[src/rtl/issue_pkg.sv]
package issue_pkg;
  localparam int WORD_W  = 32;
  localparam int PAY_W   = 30;
  localparam int SHORT_W = 15;
  localparam int N_SLOT  = 5;

  typedef enum logic [2:0] {
    SLOT_LONG  = 3'd0,
    SLOT_LEFT  = 3'd1,
    SLOT_RIGHT = 3'd2,
    SLOT_LPAR  = 3'd3,
    SLOT_RPAR  = 3'd4
  } slot_e;

  typedef enum logic [1:0] {
    GATE_SINGLE,
    GATE_SEQ,
    GATE_COND,
    GATE_PAR
  } gate_e;

  typedef struct packed {
    slot_e             s0;
    logic [PAY_W-1:0]  p0;
    logic              c0;
    slot_e             s1;
    logic [PAY_W-1:0]  p1;
    logic              c1;
    gate_e             gate;
  } plan_t;
endpackage

[src/rtl/issue_decoder.sv]
module issue_decoder
  import issue_pkg::*;
(
  input  logic [WORD_W-1:0] word_i,
  input  logic              cond_left_i,
  input  logic              cond_right_i,
  output plan_t             plan_o
);
  localparam int PAD_W = PAY_W - SHORT_W;

  logic [PAY_W-1:0] lft, rgt;
  assign lft = {{PAD_W{1'b0}}, word_i[PAY_W-1:SHORT_W]};
  assign rgt = {{PAD_W{1'b0}}, word_i[SHORT_W-1:0]};

  always_comb begin
    plan_o = '{s0: SLOT_LONG, p0: word_i[PAY_W-1:0], c0: 1'b1,
               s1: SLOT_LONG, p1: '0, c1: 1'b0, gate: GATE_SINGLE};
    unique case (word_i[WORD_W-1:WORD_W-2])
      2'b11: ;
      2'b10: plan_o = '{s0: SLOT_RIGHT, p0: rgt, c0: 1'b1,
                        s1: SLOT_LEFT,  p1: lft, c1: 1'b1, gate: GATE_SEQ};
      2'b01: plan_o = '{s0: SLOT_LEFT,  p0: lft, c0: 1'b1,
                        s1: SLOT_RIGHT, p1: rgt, c1: 1'b1, gate: GATE_SEQ};
      default: begin
        if (cond_left_i)
          plan_o = '{s0: SLOT_LEFT,  p0: lft, c0: 1'b1,
                     s1: SLOT_RIGHT, p1: rgt, c1: 1'b0, gate: GATE_COND};
        else if (cond_right_i)
          plan_o = '{s0: SLOT_RIGHT, p0: rgt, c0: 1'b1,
                     s1: SLOT_LEFT,  p1: lft, c1: 1'b0, gate: GATE_COND};
        else
          plan_o = '{s0: SLOT_LPAR,  p0: lft, c0: 1'b1,
                     s1: SLOT_RPAR,  p1: rgt, c1: 1'b1, gate: GATE_PAR};
      end
    endcase
  end
endmodule

[src/rtl/issue_sequencer.sv]
module issue_sequencer
  import issue_pkg::*;
(
  input  logic              clk_i,
  input  logic              rst_ni,
  input  logic              word_valid_i,
  input  plan_t             plan_i,
  output logic              word_ready_o,
  output logic              issue_valid_o,
  input  logic              issue_ready_i,
  input  logic              pc_changed_i,
  input  logic              exception_i,
  input  logic              exec_flag_i,
  output slot_e             slot_o,
  output logic [PAY_W-1:0]  payload_o,
  output logic [N_SLOT-1:0] cnt_sel_o,
  output logic              done_o
);
  logic  busy_q, phase_q;
  plan_t plan_q;
  logic  fire, skip, last, cur_cnt;

  assign word_ready_o  = !busy_q;
  assign issue_valid_o = busy_q;
  assign fire          = busy_q && issue_ready_i;
  assign slot_o        = phase_q ? plan_q.s1 : plan_q.s0;
  assign payload_o     = phase_q ? plan_q.p1 : plan_q.p0;
  assign cur_cnt       = phase_q ? plan_q.c1 : plan_q.c0;

  always_comb begin
    unique case (plan_q.gate)
      GATE_SEQ:  skip = pc_changed_i || exception_i;
      GATE_COND: skip = !exec_flag_i;
      GATE_PAR:  skip = exception_i;
      default:   skip = 1'b1;
    endcase
  end

  assign last   = phase_q || skip;
  assign done_o = fire && last;

  always_comb begin
    cnt_sel_o = '0;
    if (fire && cur_cnt) cnt_sel_o = {{(N_SLOT-1){1'b0}}, 1'b1} << slot_o;
  end

  always_ff @(posedge clk_i or negedge rst_ni) begin
    if (!rst_ni) begin
      busy_q  <= 1'b0;
      phase_q <= 1'b0;
      plan_q  <= '0;
    end else if (!busy_q) begin
      if (word_valid_i) begin
        busy_q  <= 1'b1;
        phase_q <= 1'b0;
        plan_q  <= plan_i;
      end
    end else if (fire) begin
      if (last) busy_q <= 1'b0;
      else      phase_q <= 1'b1;
    end
  end


  hold_stable_chk: assert property (@(posedge clk_i) disable iff (!rst_ni)
    issue_valid_o && !issue_ready_i |=> issue_valid_o && $stable(slot_o) && $stable(payload_o));

  ready_excl_chk: assert property (@(posedge clk_i) disable iff (!rst_ni)
    !(word_ready_o && issue_valid_o));

  done_fire_chk: assert property (@(posedge clk_i) disable iff (!rst_ni)
    done_o |-> issue_valid_o && issue_ready_i);

  done_idle_chk: assert property (@(posedge clk_i) disable iff (!rst_ni)
    done_o |=> word_ready_o);

  long_single_chk: assert property (@(posedge clk_i) disable iff (!rst_ni)
    fire && slot_o == SLOT_LONG |-> done_o);

  one_count_chk: assert property (@(posedge clk_i) disable iff (!rst_ni)
    $onehot0(cnt_sel_o) && (cnt_sel_o == '0 || fire));
endmodule

[src/rtl/sat_counter.sv]
module sat_counter #(
  parameter int W = 32
) (
  input  logic         clk_i,
  input  logic         rst_ni,
  input  logic         inc_i,
  output logic [W-1:0] cnt_o
);
  localparam logic [W-1:0] MAX = '1;

  always_ff @(posedge clk_i or negedge rst_ni) begin
    if (!rst_ni)                   cnt_o <= '0;
    else if (inc_i && cnt_o != MAX) cnt_o <= cnt_o + 1'b1;
  end


  sat_hold_chk: assert property (@(posedge clk_i) disable iff (!rst_ni)
    cnt_o == MAX |=> cnt_o == MAX);

  step_one_chk: assert property (@(posedge clk_i) disable iff (!rst_ni)
    1'b1 |=> (cnt_o == $past(cnt_o)) || (cnt_o == $past(cnt_o) + 1'b1));

  idle_keep_chk: assert property (@(posedge clk_i) disable iff (!rst_ni)
    !inc_i |=> $stable(cnt_o));
endmodule

[src/rtl/dual_slot_issuer.sv]
module dual_slot_issuer
  import issue_pkg::*;
#(
  parameter int CNT_W = 32
) (
  input  logic              clk_i,
  input  logic              rst_ni,
  input  logic              word_valid_i,
  input  logic [31:0]       word_i,
  input  logic              cond_left_i,
  input  logic              cond_right_i,
  output logic              word_ready_o,
  output logic              issue_valid_o,
  input  logic              issue_ready_i,
  input  logic              pc_changed_i,
  input  logic              exception_i,
  input  logic              exec_flag_i,
  output logic [2:0]        issue_slot_o,
  output logic [29:0]       issue_payload_o,
  output logic              done_o,
  output logic [CNT_W-1:0]  cnt_long_o,
  output logic [CNT_W-1:0]  cnt_left_o,
  output logic [CNT_W-1:0]  cnt_right_o,
  output logic [CNT_W-1:0]  cnt_lpar_o,
  output logic [CNT_W-1:0]  cnt_rpar_o
);
  plan_t             plan;
  slot_e             slot;
  logic [N_SLOT-1:0] cnt_sel;
  logic [CNT_W-1:0]  cnt_q [N_SLOT];

  issue_decoder u_dec (
    .word_i       (word_i),
    .cond_left_i  (cond_left_i),
    .cond_right_i (cond_right_i),
    .plan_o       (plan)
  );

  issue_sequencer u_seq (
    .clk_i         (clk_i),
    .rst_ni        (rst_ni),
    .word_valid_i  (word_valid_i),
    .plan_i        (plan),
    .word_ready_o  (word_ready_o),
    .issue_valid_o (issue_valid_o),
    .issue_ready_i (issue_ready_i),
    .pc_changed_i  (pc_changed_i),
    .exception_i   (exception_i),
    .exec_flag_i   (exec_flag_i),
    .slot_o        (slot),
    .payload_o     (issue_payload_o),
    .cnt_sel_o     (cnt_sel),
    .done_o        (done_o)
  );

  assign issue_slot_o = slot;

  for (genvar g = 0; g < N_SLOT; g++) begin : g_cnt
    sat_counter #(.W(CNT_W)) u_cnt (
      .clk_i  (clk_i),
      .rst_ni (rst_ni),
      .inc_i  (cnt_sel[g]),
      .cnt_o  (cnt_q[g])
    );
  end

  assign cnt_long_o  = cnt_q[SLOT_LONG];
  assign cnt_left_o  = cnt_q[SLOT_LEFT];
  assign cnt_right_o = cnt_q[SLOT_RIGHT];
  assign cnt_lpar_o  = cnt_q[SLOT_LPAR];
  assign cnt_rpar_o  = cnt_q[SLOT_RPAR];
endmodule

[config.mk]
export PLATFORM = sky130hd
export DESIGN_NAME = dual_slot_issuer
export DESIGN_NICKNAME = d
export VERILOG_FILES = /design/src/rtl/issue_pkg.sv /design/src/rtl/issue_decoder.sv /design/src/rtl/issue_sequencer.sv /design/src/rtl/sat_counter.sv /design/src/rtl/dual_slot_issuer.sv
export SDC_FILE = /design/constraint.sdc
export NUM_CORES = 1
export LEC_CHECK = 0
export BUFFER_PORTS_ARGS = -buffer_cell sky130_fd_sc_hd__buf_2
export CAP_MARGIN = 10
export CORE_ASPECT_RATIO = 0.9
export CORE_MARGIN = 2
export CORE_UTILIZATION = 45
export DETAILED_ROUTE_END_ITERATION = 7
export PLACE_DENSITY = 0.73
export SLEW_MARGIN = 10
export SYNTH_ARGS = -nofsm -noshare
export SYNTH_HDL_FRONTEND = slang
export SYNTH_SLANG_ARGS = --single-unit
export TNS_END_PERCENT = 5
[constraint.sdc]
create_clock -name clk_i -period 2.4 [get_ports clk_i]
set_clock_uncertainty 0.05 [all_clocks]
set_input_delay 0.36 -clock clk_i [delete_from_list [all_inputs] [get_ports clk_i]]
set_output_delay 0.36 -clock clk_i [all_outputs]
set_load 0.05 [all_outputs]
==> summary.md, run 1 <==
| Metric | Value |
|---|---|
| Status | `completed` |
| EDFF count, synth | `0` |
| Synth area leader | `dfrtp_1` |
| Top post-synthesis cells by count | `dfrtp_1 (215), xnor2_1 (100), nand2_1 (93)` |
| Max Clk Rate | `around 440 MHz` |
| Most frequent cell after synthesis | `dfrtp_1` |
| Core Area | `22580 µm²` |
| Reg power frac | `0.376` |
| Peak VDD IR | `0.8317 mV` |
| Cells after DPL | `1521` |
| Setup Crit Path Kind | `register to primary output` |
| Max Used Layer | `met5` |
| Via density | `5.455` |
| Grt ovf | `0` |
| Routed wl met3 | `2.040 mm` |
| Clock transition at the registers of the reported paths | `0.06 ns` |
| Worst Max-Slew Pin Slew | `between 0.7 and 0.8 ns` |
| CP max FO | `33` |
| # clock sinks | `215` |
| CP Data Arrival Time | `1.86 ns` |
| Initial DRC count | `796` |
| Core Util, Final | `0.5785` |
| Clk root buf | `clkbuf_16` |
| CTS tree | `yes` |
| Final Max Slew Viols | `0` |
| Die W | `between 150 and 200 µm` |
| Endpoints failing setup | `0` |
| Post-synth top area share | `0.5187` |
| Syn Area/Cell | `about 11 µm²` |
| Worst-Skew Late Latency | `0.52 ns` |
| Clk buf depth | `3` |
| Final Wtd Congestion | `0.8433` |
| Port Buffer Count | `236` |
| First-pass GRT wire length | `42.37 mm` |
| Area delta synth->final | `25.92%` |
| Die Y | `148.0 µm` |
| Non-filler cells, final | `between 1500 and 2000` |
| Cell Area, Synth | `~10000 µm²` |
| Final hold violation count | `0` |
| Routed Antenna Nets | `0` |
| Pwr/cell area | `935.5 nW/µm²` |
| Cell leakage power | `6.576 nW` |
| Fraction of registers with async set/reset | `1.000` |
| Total GRT Usage | `0.2135` |
| Initial antenna violation count | `1` |
| Num ports | `about 240` |
| Ys Warns | `0` |
| RSZ-0062 raised after global routing | `true` |
| Seq cells post-synth | `215` |
| Clock Power Share | `0.320` |
| Vias in the first global route | `8169` |
| Hold Path Class | `primary input to register` |
| Top_reg_cell synth | `dfrtp_1` |
| Combinational share of power | `0.303` |
| Syn_nets | `1033` |
| 1st-pass router iterations | `7` |
| Share of cells above drive strength 1 | `0.2771` |
| Starting Density | `0.4594` |
| Drc violations | `0` |
| WL per Instance | `16.46 µm` |
| Startpoint Class | `register` |
| DR vias | `roughly 8600` |
| Sw Share | `0.3736` |
| Die area | `24280 µm²` |
| Ranking of synthesized cells by area | `dfrtp_1 (52%), xnor2_1 (8.4%), nand4_1 (4.2%), xor2_1 (4.0%), nand2_1 (3.4%)` |
| Final min period | `2.272 ns` |
| Post-Synthesis Cells | `983` |
| Rows | `between 50 and 60` |
| Sequential share of the synthesized area | `0.5187` |
| WP data required | `1.99 ns` |
| Fill cell count | `1898` |
| CTS buffer count | `25` |
| H-tree levels | `1` |
| Max cap viols | `0` |
| DR WL met2 | `11.88 mm` |
| Synth cell types | `61` |
| Nets | `1305` |
| Rel. slew slack | `0.4757` |
| Met1 wire length | `roughly 11 mm` |
| Crit share post-route | `0.9467` |
| Final WL | `~26 mm` |
| CP Capture Type | `primary output` |
| Largest net degree at the start of global routing | `70` |
| Switch Pwr | `4.565 mW` |
| Internal power | `7.654 mW` |
| Dpl hpwl | `18.76 mm` |
## worst max-delay path, stage by stage, from the launching register on
cell     delay (ns)
dfrtp_2        0.46
buf_8          0.27
mux2_2         0.37
buf_2          0.22
## power groups by stage
stage               registers (mW)  logic [mW]  clock network, mW
global placement              4.60        3.65                  0
finish                        4.60        3.71               3.91
floorplan                     4.94        2.35                  0
global route                  4.66        3.96               4.15
detailed placement            4.63        3.69                  0
CTS                           4.59        3.73               4.01
## per-stage QoR
step                      area [µm²]  total power, mW  setup WS, ns   TNS [ns]  hold slack, ns
after floorplan                10380            7.291      -0.04344    -0.2888         0.01441
after global placement         12140            8.249       0.03648          0          0.3259
after detailed placement       12140            8.320       0.01001          0          0.3240
after CTS                      13040            12.33       0.01659          0        0.004746
after global routing           13060            12.77     -0.004915  -0.008072        0.008973
final                          13060            12.22        0.1278          0         0.03111
## timing repair
action	in CTS	in global routing
hold endpoints to repair	67	0
setup buffers	0	0
gates cloned	0	0
endpoints found under the setup margin	17	32
resized for setup	3	4
hold buffers	4	0
pin swaps	0	0
## state kept, by name, summed over array words and instances (netlist names)
register and count:
u_seq.plan_q 53, g_cnt.u_cnt.cnt_o 160, u_seq.issue_valid_o 1, u_seq.phase_q 1
## worst paths after layout
check,start,end,slack (ns),cells past startpoint
max,u_seq.phase_q,issue_payload_o[12],0.13,3
min,word_i[8],u_seq.plan_q[11],0.03,3
max reg2reg,u_seq.plan_q[35],g_cnt[3].u_cnt.cnt_o[8],0.17,6
min reg2reg,u_seq.plan_q[61],u_seq.plan_q[61],0.42,2
max in group asynchronous,rst_ni,g_cnt[0].u_cnt.cnt_o[1],1.20,3
min in group asynchronous,rst_ni,u_seq.plan_q[52],0.35,2
## cells in the final DEF (no fill, tap or decap), types with 4 or more instances in the layout
| cell type | instances |
|---|---|
| nor3_1 | 20 |
| o21ai_0 | 20 |
| nand3_1 | 58 |
| buf_2 | 234 |
| nor2_1 | 54 |
| or3_1 | 9 |
| inv_1 | 56 |
| dfrtp_1 | 212 |
| nand4_1 | 69 |
| clkinv_2 | 5 |
| a222oi_1 | 30 |
| and2_1 | 4 |
| buf_4 | 27 |
| nand2_1 | 92 |
| clkbuf_16 | 25 |
| mux2_2 | 23 |
| clkbuf_8 | 6 |
| nor4_1 | 15 |
| a21oi_1 | 10 |
| xor2_1 | 47 |
| nor2b_1 | 19 |
| clkbuf_1 | 5 |
| buf_12 | 5 |
| and3_1 | 27 |
| nor3b_1 | 8 |
| and4_1 | 12 |
| xnor2_1 | 100 |
| dlygate4sd3_1 | 4 |
| ha_1 | 9 |
## layer usage
| layer | track usage | vias up |
|---|---|---|
| li1 | - | 4068 |
| met1 | 0.2931 | 4182 |
| met2 | 0.3347 | 283 |
| met3 | 0.05640 | 41 |
| met4 | 0.06009 | 2 |
| met5 | 0 | - |
## cell families (layout without fill, tap and decap cells)
logic type / Yosys count / after routing / share of synthesized area
flops: 215 / 215 / 0.5187
buf+inv: 85 / 376 / 0.03209
fa+ha+maj: 9 / 9 / 0.01086
mux: 26 / 26 / 0.02823
compound gates: 89 / 89 / 0.07214
other cells: 0 / 1 / 0
xor+xnor: 147 / 147 / 0.1241
simple gates: 412 / 412 / 0.2139
## final cells by class
| class | count | area [µm²] | area share |
|---|---|---|---|
| sequential | 215 | 5384 | 0.4122 |
| multi-input combinational | 683 | 4679 | 0.3583 |
| timing repair buffer | 273 | 1551 | 0.1188 |
| clock buffer | 36 | 726.9 | 0.05566 |
| tap | 297 | 371.6 | 0.02845 |
| inverter | 57 | 214.0 | 0.01638 |
| clock inverter | 10 | 131.4 | 0.01006 |
| antenna | 1 | 2.502 | 0.0001916 |
Power figures use the tool's default switching activity.
==> run 2, diff against run 1 <==
--- a/config.mk
+++ b/config.mk
@@ -11,9 +11,11 @@
 export CORE_MARGIN = 2
 export CORE_UTILIZATION = 45
 export DETAILED_ROUTE_END_ITERATION = 7
-export PLACE_DENSITY = 0.73
+export GPL_TIMING_DRIVEN = 0
+export PLACE_DENSITY = 0.72
 export SLEW_MARGIN = 10
 export SYNTH_ARGS = -nofsm -noshare
 export SYNTH_HDL_FRONTEND = slang
+export SYNTH_HIERARCHICAL = 1
 export SYNTH_SLANG_ARGS = --single-unit
 export TNS_END_PERCENT = 5
==> run 2 against run 1 <==
The run now ends with negative setup slack left. Sequential power increased by 8.0%. Final cell count increased by 8.6%. Count of clock-buffer cells in the layout grew 5. Via count increased by 9.0%. First-iteration DRC count shrank 28%. Largest cell class is now multi-input gates.
==> summary.md, run 2 <==
| Metric | Value |
|---|---|
| Endpoints failing setup | `around 110` |
| CTS buffer count | `26` |
| Worst Max-Slew Pin Slew | `1.008 ns` |
| CP Capture Type | `register` |
| Most common cell after layout, fill and taps aside | `buf_2` |
| Cell leakage power | `7.072 nW` |
| Reg power frac | `0.378` |
| Final Max Slew Viols | `0` |
| Cells after DPL | `1649` |
| Most frequent cell after synthesis | `dfrtp_1` |
| H-tree levels | `1` |
| Drc violations | `0` |
| Seq cells post-synth | `232` |
| Starting Density | `0.4563` |
| Die Y | `158.0 µm` |
| Core Area | `between 20000 and 30000 µm²` |
| Syn Area/Cell | `11.32 µm²` |
| WL per Instance | `roughly 18 µm` |
| Via density | `5.477` |
| Rows | `between 50 and 60` |
| Final WL | `30.31 mm` |
| Post-Synthesis Cells | `1048` |
| Grt ovf | `0` |
| Sequential share of the synthesized area | `0.4894` |
| R2R cell count | `7` |
| 1st-pass router iterations | `5` |
| # clock sinks | `232` |
| First-pass GRT wire length | `47.82 mm` |
| Num ports | `roughly 240` |
| Synth area leader | `dfrtp_1` |
| Final setup margin | `-0.3714 ns` |
| Final min period | `between 2 and 3 ns` |
| EDFF count, synth | `0` |
| Rel. slew slack | `0.3226` |
| Routed Antenna Nets | `0` |
| Internal power | `between 8 and 9 mW` |
| Vias in the first global route | `~9000` |
| Status | `finished, violations left` |
| Area delta synth->final | `25.56%` |
| Initial DRC count | `576` |
| CTS tree | `yes` |
| Switch Pwr | `4.830 mW` |
| Top post-synthesis cells by count | `dfrtp_1 (232), xnor2_1 (115), mux2_2 (108)` |
| Max cap viols | `0` |
| Flop-to-flop setup slack | `-0.37 ns` |
| DR vias | `a little over 9000` |
| Total power | `between 10 and 15 mW` |
| Synth cell types | `53` |
| Non-filler cells, final | `approximately 1700` |
| Clock Power Share | `0.289` |
| Clk buf depth | `3` |
| Die W | `175.1 µm` |
| Startpoint Class | `register` |
| Ys Warns | `6` |
| Violated checks | `negative setup slack` |
| RSZ-0062 raised after global routing | `true` |
| Most flop-heavy register | `g_cnt.u_cnt/cnt_o` |
| Nets | `1393` |
| Pre-CTS WS | `-0.7467 ns` |
| Pwr/cell area | `883.1 nW/µm²` |
| Most frequent cells in the layout | `buf_2 (247), dfrtp_1 (231), xnor2_1 (114)` |
| Max FFs per register | `160` |
| Cell Area, Synth | `11860 µm²` |
| Dpl hpwl | `~22 mm` |
| Reg-to-Reg Start | `u_seq/phase_q` |
| Setup Crit Path Kind | `register to register` |
| Crit share post-route | `1.155` |
| Share of cells above drive strength 1 | `0.3937` |
| Hold path cells | `2` |
| Initial antenna violation count | `1` |
| Post-synth top area share | `0.4894` |
| Total GRT Usage | `0.2123` |
| Max Clk Rate | `360.8 MHz` |
| Clk root buf | `clkbuf_16` |
| Largest net degree at the start of global routing | `107` |
| Port Buffer Count | `236` |
| Final hold violation count | `0` |
| Sw Share | `0.3672` |
| Clock transition at the registers of the reported paths | `0.06 ns` |
| Hold Path Class | `primary input to register` |
| Final Wtd Congestion | `roughly 0.84` |
| Worst-Skew Late Latency | `0.52 ns` |
| Worst setup path startpoint | `u_seq/phase_q` |
| Min-Delay Endpoint | `u_seq/phase_q` |
| Fraction of registers with async set/reset | `1.000` |
| RR Endpoint | `g_cnt[0].u_cnt/cnt_o[31]` |
| Die area | `27680 µm²` |
| WP data required | `2.76 ns` |
| CP Data Arrival Time | `3.13 ns` |
| Peak VDD IR | `0.9260 mV` |
| HP Start | `issue_ready_i` |
| Combinational share of power | `0.333` |
| Top_reg_cell synth | `dfrtp_1` |
| CP max FO | `6` |
| Ranking of synthesized cells by area | `dfrtp_1 (49%), mux2_2 (10%), xnor2_1 (8.5%), nand4_1 (4.0%), nand3_1 (3.0%)` |
| Number of diodes | `0` |
| Top Registers | `g_cnt.u_cnt/cnt_o (160), u_seq/plan_q (70)` |
[run 2: through the flow]
stage / setup TNS, ns / instance area, µm² / hold slack, ns / util
finish: -15.92 / 14890 / 0.09019 / 0.5730
floorplan: -25.77 / 11940 / 0.01441 / -
global route: -30.90 / 14890 / 0.07152 / 0.5730
CTS: -17.28 / 14730 / 0.05991 / 0.5667
global placement: -787.88 / 13550 / 0.4312 / 0.5214
detailed placement: -46.98 / 13620 / 0.1742 / 0.5239
[run 2: worst max-delay path by stage]
stage	cells after the start	slack, ns	to
floorplan	8	-0.56	g_cnt[4].u_cnt/cnt_o[25]
global placement	1	-3.62	u_seq/issue_valid_o
detailed placement	10	-0.75	g_cnt[3].u_cnt/cnt_o[29]
CTS	9	-0.34	g_cnt[4].u_cnt/cnt_o[29]
global route	8	-0.52	g_cnt[4].u_cnt/cnt_o[30]
finish	7	-0.37	g_cnt[0].u_cnt/cnt_o[31]
[run 2: logic make-up (layout without fill, tap and decap cells)]
| family | count (synthesis) | in the layout | share of synthesized area |
|---|---|---|---|
| AND/OR/NAND/NOR | 414 | 414 | 0.2043 |
| flip-flops | 232 | 232 | 0.4894 |
| XOR/XNOR | 146 | 146 | 0.1078 |
| multiplexers | 113 | 113 | 0.1076 |
| AO/OA/AOI/OAI | 71 | 71 | 0.05063 |
| buffers and inverters | 61 | 357 | 0.03017 |
| adder cells (fa/ha/maj) | 9 | 9 | 0.009493 |
| other | 2 | 17 | 0.0006331 |
[run 2: layer usage]
layer	GRT usage	vias up	routed length, µm
li1	-	4369	-
met1	0.2911	4620	13520
met2	0.3496	326	14150
met3	0.04395	34	2130
met4	0.04444	0	507
met5	0	-	0
[run 2: worst max-delay path, stage by stage, from the launching register on]
cell	delay, ns
dfrtp_1	0.43
mux2_4	0.32
or4b_4	0.55
nor2_4	0.24
nand4_1	0.17
a311oi_4	0.33
or3b_4	0.42
xnor2_1	0.14
[run 2: power by group through the flow]
stage / combinational (mW) / clock [mW] / sequential [mW]
global placement: 4.19 / 0 / 4.98
CTS: 4.39 / 3.93 / 4.97
floorplan: 2.93 / 0 / 5.24
detailed placement: 4.25 / 0 / 5.03
global route: 4.62 / 4.07 / 5.06
finish: 4.37 / 3.80 / 4.97
[run 2: repair_timing]
action                                 in CTS  in global routing
setup endpoints to repair                 172                159
pin swaps                                  21                 19
resized for setup                          52                 28
endpoints found under the hold margin      23                  0
hold buffers                                1                  0
setup buffers                               8                  5
[run 2: area by class of cell]
cell class              instances  area [µm²]
plain buffers                  46       327.8
well taps                     348       435.4
clock buffers                  41       798.3
clock inverters                 3       17.52
fillers                      2273       11100
repair buffers                252        1368
inverters                      15       60.06
flip-flops and latches        232        5807
multi-input cells             770        6081
==> run 3, diff against run 2 <==
--- a/config.mk
+++ b/config.mk
@@ -7,7 +7,7 @@
 export LEC_CHECK = 0
 export BUFFER_PORTS_ARGS = -buffer_cell sky130_fd_sc_hd__buf_2
 export CAP_MARGIN = 10
-export CORE_ASPECT_RATIO = 0.9
+export CORE_ASPECT_RATIO = 1.5
 export CORE_MARGIN = 2
 export CORE_UTILIZATION = 45
 export DETAILED_ROUTE_END_ITERATION = 7
==> run 3 against run 2 <==
The flow still finishes with violations (negative setup slack). Routed wire length is 1.2% higher. Count of clock-buffer cells in the layout is 6 lower. Sequential power hardly changed. Largest power group unchanged.
==> summary.md, run 3 (same netlist as run 2, synthesis figures left out) <==
| Metric | Value |
|---|---|
| Sw Share | `0.3625` |
| Most flop-heavy register | `g_cnt.u_cnt/cnt_o` |
| CTS tree | `yes` |
| Largest net degree at the start of global routing | `105` |
| WP data required | `2.75 ns` |
| Dpl hpwl | `21.68 mm` |
| Nets | `1397` |
| Top delay family on crit path | `simple AND/OR/NAND/NOR gates` |
| Min-Delay Endpoint | `u_seq/phase_q` |
| Initial DRC count | `463` |
| Clock Power Share | `0.300` |
| Most frequent cells in the layout | `buf_2 (245), dfrtp_1 (231), xnor2_1 (115)` |
| Worst Max-Slew Pin Slew | `0.9804 ns` |
| Worst path max stage delay | `0.55 ns` |
| Vias in the first global route | `~9600` |
| Switch Pwr | `4.863 mW` |
| # clock sinks | `232` |
| Max FFs per register | `160` |
| Peak VDD IR | `slightly above 0.9 mV` |
| Final Wtd Congestion | `0.8584` |
| CP max FO | `5` |
| Cell leakage power | `7.179 nW` |
| Total GRT Usage | `0.2179` |
| Final setup margin | `-0.3826 ns` |
| Area delta synth->final | `26.26%` |
| CP Data Arrival Time | `3.13 ns` |
| H-tree levels | `1` |
| Most common cell after layout, fill and taps aside | `buf_2` |
| Rows | `72` |
| Max cap viols | `0` |
| Worst-Skew Late Latency | `0.52 ns` |
| Max Clk Rate | `~360 MHz` |
| CP Buf/Inv Count | `0` |
| Internal power | `8.552 mW` |
| Starting Density | `0.4588` |
| Clk root buf | `clkbuf_16` |
| Reg-to-Reg Start | `u_seq/phase_q` |
| R2R cell count | `7` |
| Die Y | `202.9 µm` |
| Initial antenna violation count | `0` |
| Endpoints failing setup | `76` |
| Num ports | `237` |
| HP Start | `issue_ready_i` |
| DR vias | `roughly 9500` |
| Status | `finished, violations left` |
| Clock transition at the registers of the reported paths | `0.06 ns` |
| Number of diodes | `0` |
| Crit share post-route | `1.159` |
| Final min period | `2.783 ns` |
| Routed Antenna Nets | `0` |
| Rel. slew slack | `0.3409` |
| Die area | `27700 µm²` |
| Drc violations | `0` |
| First-pass GRT wire length | `49.15 mm` |
| Hold path cells | `2` |
| Violated checks | `negative setup slack` |
| Final Max Slew Viols | `0` |
| Final hold violation count | `0` |
| Via density | `~5.6` |
| CTS buffer count | `24` |
| Port Buffer Count | `~240` |
| 1st-pass router iterations | `5` |
| Top Registers | `g_cnt.u_cnt/cnt_o (160), u_seq/plan_q (70)` |
| Hold Slack | `0.1068 ns` |
| Combinational share of power | `0.330` |
| Final WL | `30.67 mm` |
| RR Endpoint | `g_cnt[0].u_cnt/cnt_o[31]` |
| Grt ovf | `0` |
| CP Capture Type | `register` |
| WL per Instance | `~18 µm` |
| Crit-path cells | `mux2_4, or4b_4, nor2_4, nand4_1, a311oi_4, or3b_1, xnor2_1` |
| Startpoint Class | `register` |
| Pwr/cell area | `895.6 nW/µm²` |
| CP max stage cell | `or4b_4` |
| Reg power frac | `0.371` |
| Total power | `between 10 and 15 mW` |
| Share of cells above drive strength 1 | `0.3941` |
| Clk buf depth | `3` |
| RSZ-0062 raised after global routing | `true` |
| Die W | `136.6 µm` |
| Hold Path Class | `primary input to register` |
| Flop-to-flop setup slack | `-0.38 ns` |
| Setup Crit Path Kind | `register to register` |
| Core Area | `25850 µm²` |
run 3: per-stage QoR:
step / util / setup slack (ns) / setup TNS (ns) / instance area, µm² / std cells
final: 0.5793 / -0.3826 / -9.887 / 14980 / 1698
after floorplan: - / -0.5584 / -25.77 / 11940 / 1063
after detailed placement: 0.5260 / -0.6883 / -47.85 / 13600 / 1634
after global placement: 0.5235 / -3.627 / -785.75 / 13530 / 1632
after CTS: 0.5715 / -0.3646 / -10.49 / 14780 / 1688
after global routing: 0.5793 / -0.4924 / -24.41 / 14980 / 1698
run 3: worst register-to-register path, delay by kind of cell, from the launching register on:
| family | cells | cell delay (ns) |
|---|---|---|
| simple gates | 4 | 1.40 |
| compound gates | 1 | 0.35 |
| xor+xnor | 1 | 0.14 |
| mux | 1 | 0.32 |
| flops | 1 | 0.41 |
run 3: power groups by stage:
| stage | registers, mW | clock network (mW) | logic (mW) |
|---|---|---|---|
| floorplan | 5.24 | 0 | 2.93 |
| global placement | 4.98 | 0 | 4.19 |
| detailed placement | 5.02 | 0 | 4.24 |
| CTS | 4.96 | 4.14 | 4.43 |
| global route | 5.06 | 4.29 | 4.66 |
| finish | 4.97 | 4.02 | 4.42 |
run 3: layer usage:
layer	up-vias	share of wire	global-route usage
met1	4749	0.39	0.2542
met5	-	0	0
met2	317	0.51	0.3888
li1	4371	-	-
met4	0	0.047	0.1042
met3	102	0.050	0.02921
run 3: final cells by class:
cell class / instances / area, µm²
inverters: 15 / 60.06
fillers: 2183 / 10880
flip-flops and latches: 232 / 5807
well taps: 333 / 416.7
clock inverters: 9 / 123.9
plain buffers: 46 / 354.1
clock buffers: 35 / 733.2
repair buffers: 258 / 1438
multi-input cells: 770 / 6046
run 3: worst max-delay path by stage:
stage                         from                  endpoint  slack (ns)  cells past startpoint
2_1_floorplan  u_seq/issue_valid_o  g_cnt[4].u_cnt/cnt_o[25]       -0.56                      8
3_3_place_gp                rst_ni       u_seq/issue_valid_o       -3.63                      1
3_5_place_dp         u_seq/phase_q  g_cnt[3].u_cnt/cnt_o[29]       -0.69                     10
4_1_cts              u_seq/phase_q  g_cnt[0].u_cnt/cnt_o[31]       -0.36                      7
5_1_grt              u_seq/phase_q  g_cnt[0].u_cnt/cnt_o[31]       -0.49                      7
6_report             u_seq/phase_q  g_cnt[0].u_cnt/cnt_o[31]       -0.38                      7
run 3: repair_timing:
action                     in CTS  in global routing
setup buffers                   9                 10
pin swaps                      30                 24
hold endpoints to repair       32                  0
setup endpoints to repair     174                154
gates resized for setup        60                 28
hold buffers                    1                  0
